File: config.mk
export PLATFORM = sky130hd
export DESIGN_NAME = pwm_pair_ctrl
export DESIGN_NICKNAME = d
export VERILOG_FILES = /design/src/rtl/pwm_pair_ctrl.sv
export SDC_FILE = /design/constraint.sdc
export NUM_CORES = 1
export LEC_CHECK = 0
export BUFFER_PORTS_ARGS = -buffer_cell sky130_fd_sc_hd__buf_2
export CAP_MARGIN = 10
export CORE_MARGIN = 3
export CORE_UTILIZATION = 25
export DETAILED_ROUTE_END_ITERATION = 7
export GPL_TIMING_DRIVEN = 0
export SLEW_MARGIN = 20
export SYNTH_ARGS = -nofsm -noshare
export SYNTH_HDL_FRONTEND = slang
export SYNTH_SLANG_ARGS = --single-unit
export TNS_END_PERCENT = 20
File: constraint.sdc
create_clock -name clk -period 2.9 [get_ports clk]
set_clock_uncertainty 0.1 [all_clocks]
set_input_delay 0.58 -clock clk [delete_from_list [all_inputs] [get_ports clk]]
set_output_delay 0.58 -clock clk [all_outputs]
set_load 0.005 [all_outputs]
File: src/rtl/pwm_pair_ctrl.sv
module pwm_pair_ctrl #(
  parameter int CW = 8
) (
  input  logic          clk,
  input  logic          rst_n,
  input  logic          tick,
  input  logic [CW-1:0] period_cmp,
  input  logic [CW-1:0] duty_cmp,
  input  logic          m_oe,
  input  logic          m_inv,
  input  logic          s_oe,
  input  logic          s_inv,
  output logic          m_irq,
  output logic          s_irq,
  output logic          m_out,
  output logic          s_out
);
  logic [CW-1:0] m_cnt, s_cnt;
  logic          s_armed, set_dly, m_lvl, s_lvl;

  assign m_irq = tick & (m_cnt == '0);
  assign s_irq = tick & s_armed & (s_cnt == '0);
  assign m_out = m_lvl ^ m_inv;
  assign s_out = s_lvl ^ s_inv;

  always_ff @(posedge clk or negedge rst_n) begin
    if (!rst_n) begin
      m_cnt   <= '0;
      s_cnt   <= '0;
      s_armed <= 1'b0;
      set_dly <= 1'b0;
      m_lvl   <= 1'b0;
      s_lvl   <= 1'b0;
    end else if (tick) begin
      m_cnt   <= m_irq ? period_cmp : m_cnt - 1'b1;
      set_dly <= m_irq;
      if (m_irq) begin
        s_cnt   <= duty_cmp;
        s_armed <= 1'b1;
      end else if (s_armed) begin
        if (s_cnt == '0) s_armed <= 1'b0;
        else             s_cnt   <= s_cnt - 1'b1;
      end
      if (m_oe && m_irq) m_lvl <= ~m_lvl;
      if (s_oe) begin
        if (s_irq)        s_lvl <= 1'b0;
        else if (set_dly) s_lvl <= 1'b1;
      end
    end
  end
endmodule

==> impl_metrics.ini <==
[sta]
fin_crit_ns = 2.40
max_freq_ghz = 0.416
fin_crit_sh_pct = 82.9
hold_viol_final = 0
max_slew_margin_pct = 64.0
final.setup.tns_ns = 0
rsz0062_at_grt = false
slew_viol_final = 0
worstMarginPinSlew_ns = 0.540
setup_viol = 0

[place]
gp_congestion = 0.756
hpwl_um = 1870
port_buffers = 26

[setup_path]
ff2ff_path_depth = 7
critPathArrivalTime_ns = 1.72
reg2reg_from = s_cnt[0]
crit_path_start_kind = flop
cp_max_fo = 5
criticalPathCategory = reg2out
cp.required_ns = 2.22
r2r-end = s_cnt[5]
cp-end-kind = output pin
reg2reg_slack_ns = 0.95

[synth]
synth_area_um2 = 1160
ys_top_cells_by_area = dfrtp_1, nand2_1, a21oi_1, xor2_1, nor2_1
synth_area_leader_cell = dfrtp_1
synth_edf_count = 0
synth-seq-area-share_pct = 43.3
synth_ff_type = dfrtp_1
synth_top_cell_area_share_pct = 43.3
ys_types = 36
post-synth-top-count-cell = dfrtp_1
synth_warnings = 0
synth_nets = 148
synth-async-reset-ratio_pct = 100
synth.avg_cell_area_um2 = 9.48
synth_commonest_cells = dfrtp_1, nand2_1, nor2_1
synthCells = 122
ys_ff_latch = 20

[finish]
diodes = 0
multi_input_area_um2 = 606
fin_nets = 179
drive_above_1_share_pct = 26.3
fillers = 472
areaGrowthSynthToFinish_pct = 21.6
post-route-util_pct = 31.9
regArea_um2 = 500

[cts]
cts_setup_buffers = 0
cts-htree-levels = 1
clk-insertion-delay-late_ns = 0.26
cts_tree = done
cts_root_buf = clkbuf_8
ctsHoldBuffers = 0
clk_pin_slew_ns = 0.08
post_cts_resize_count = 0
clockBufferDepth = 2
cts_buffers = 3
clock-sinks = 20

[run_status]
status = complete, no violations

[routing]
wl_per_cell_um = 12.3
first_pass_iters = 4
drc = 0
routed_wl_um = 2520
vias = 947
drt_iter0_markers = 36
vias_per_cell = 4.64
antenna_left = 0

[floorplanning]
die_w_um = 74.0
initial_core_util_pct = 26.2
row_count = 24
die_height_um = 74.0
core_area_um2 = 4410
ios = 27
die_area_um2 = 5480

[global_route]
grt_pass1_wl_um = 4160
grt_pass1_vias = 928
antenna_found_initial = 0
grt_usage_pct = 9.65
overflow = 0
grt_max_degree = 21

[power]
p_total_w = 0.00120
ir_worst_vdd_mv = 0.193
p_leak_nw = 0.611
powerDensity_nw_per_um2 = 851

[worst_hold_path]
hp-class = in2async

[job]
timing.max_cap.violations = 0
[registers in the layout (all words and copies together), names as in the netlist]
register	cells
m_cnt	8
s_cnt	8
m_lvl	1
s_armed	1
s_lvl	1
set_dly	1
[worst max-delay path by stage]
stage	depth (start not counted)	slack, ns	start	to
after floorplan	5	1.04	s_cnt[0]	s_irq
after global placement	4	0.75	tick	m_irq
after detailed placement	4	0.75	tick	m_irq
after CTS	3	0.48	m_cnt[2]	m_irq
after global routing	4	0.35	s_cnt[5]	s_irq
final	3	0.50	m_cnt[2]	m_irq
[worst max-delay path, cell delays in order (launching register included)]
cell and delay (ns):
dfrtp_1 0.45, or4_4 0.57, nor4_4 0.26, buf_2 0.18
[through the flow]
step	std cells	setup slack (ns)	hold WS, ns	instance area, um^2
final	204	0.496	0.168	1410
after global routing	204	0.349	0.199	1410
after CTS	204	0.481	0.181	1410
after detailed placement	200	0.746	0.383	1350
after global placement	200	0.751	0.378	1350
after floorplan	122	1.04	0.184	1160
[per-layer routing]
| layer | up-vias | wire, um | global-route usage, % |
|---|---|---|---|
| li1 | 492 | - | - |
| met1 | 431 | 1250 | 13.7 |
| met2 | 20 | 1110 | 14.7 |
| met3 | 4 | 116 | 1.62 |
| met4 | 0 | 40 | 3.62 |
| met5 | - | 0 | 0 |
[cells by family (layout without fill, tap and decap cells)]
family | after synthesis | count (layout) | share of synthesized area (%)
buffers and inverters | 9 | 39 | 4.33
multiplexers | 3 | 3 | 2.71
flip-flops | 20 | 20 | 43.3
XOR/XNOR | 9 | 9 | 6.82
AND/OR/NAND/NOR | 52 | 52 | 26.6
AO/OA/AOI/OAI | 26 | 26 | 13.0
adder cells (fa/ha/maj) | 3 | 3 | 3.25
[placed cells by master (no fill, tap or decap), types with 2 or more instances in the layout]
cell type / synthesis / final
nand2_1: 15 / 15
xnor2_1: 3 / 3
nand3_1: 3 / 3
buf_2: 1 / 27
buf_6: 2 / 2
nor4_1: 2 / 2
nor3b_1: 4 / 4
nor4_2: 2 / 2
clkbuf_8: 0 / 4
ha_1: 3 / 3
xor2_1: 6 / 6
o21ai_0: 7 / 7
dfrtp_1: 20 / 20
nor3_1: 3 / 3
nor2_1: 12 / 12
a21oi_1: 11 / 11
a31oi_1: 3 / 3
mux2i_1: 2 / 2
inv_1: 5 / 5
[power by group]
part / leakage [nW] / internal, W / total, W / switching [W]
registers: 0.245 / 0.000407 / 0.000557 / 0.000151
clock network: 0.0288 / 0.000121 / 0.000219 / 0.0000980
logic: 0.337 / 0.000222 / 0.000421 / 0.000200
total: 0.611 / 0.000749 / 0.00120 / 0.000448
[cell type report]
type / instances / area share [%]
flip-flops and latches: 20 / 35.6
multi-input cells: 93 / 43.1
inverters: 5 / 1.33
plain buffers: 4 / 2.22
clock buffers: 4 / 3.91
well taps: 52 / 4.63
repair buffers: 26 / 9.25
Power figures use the tool's default switching activity.
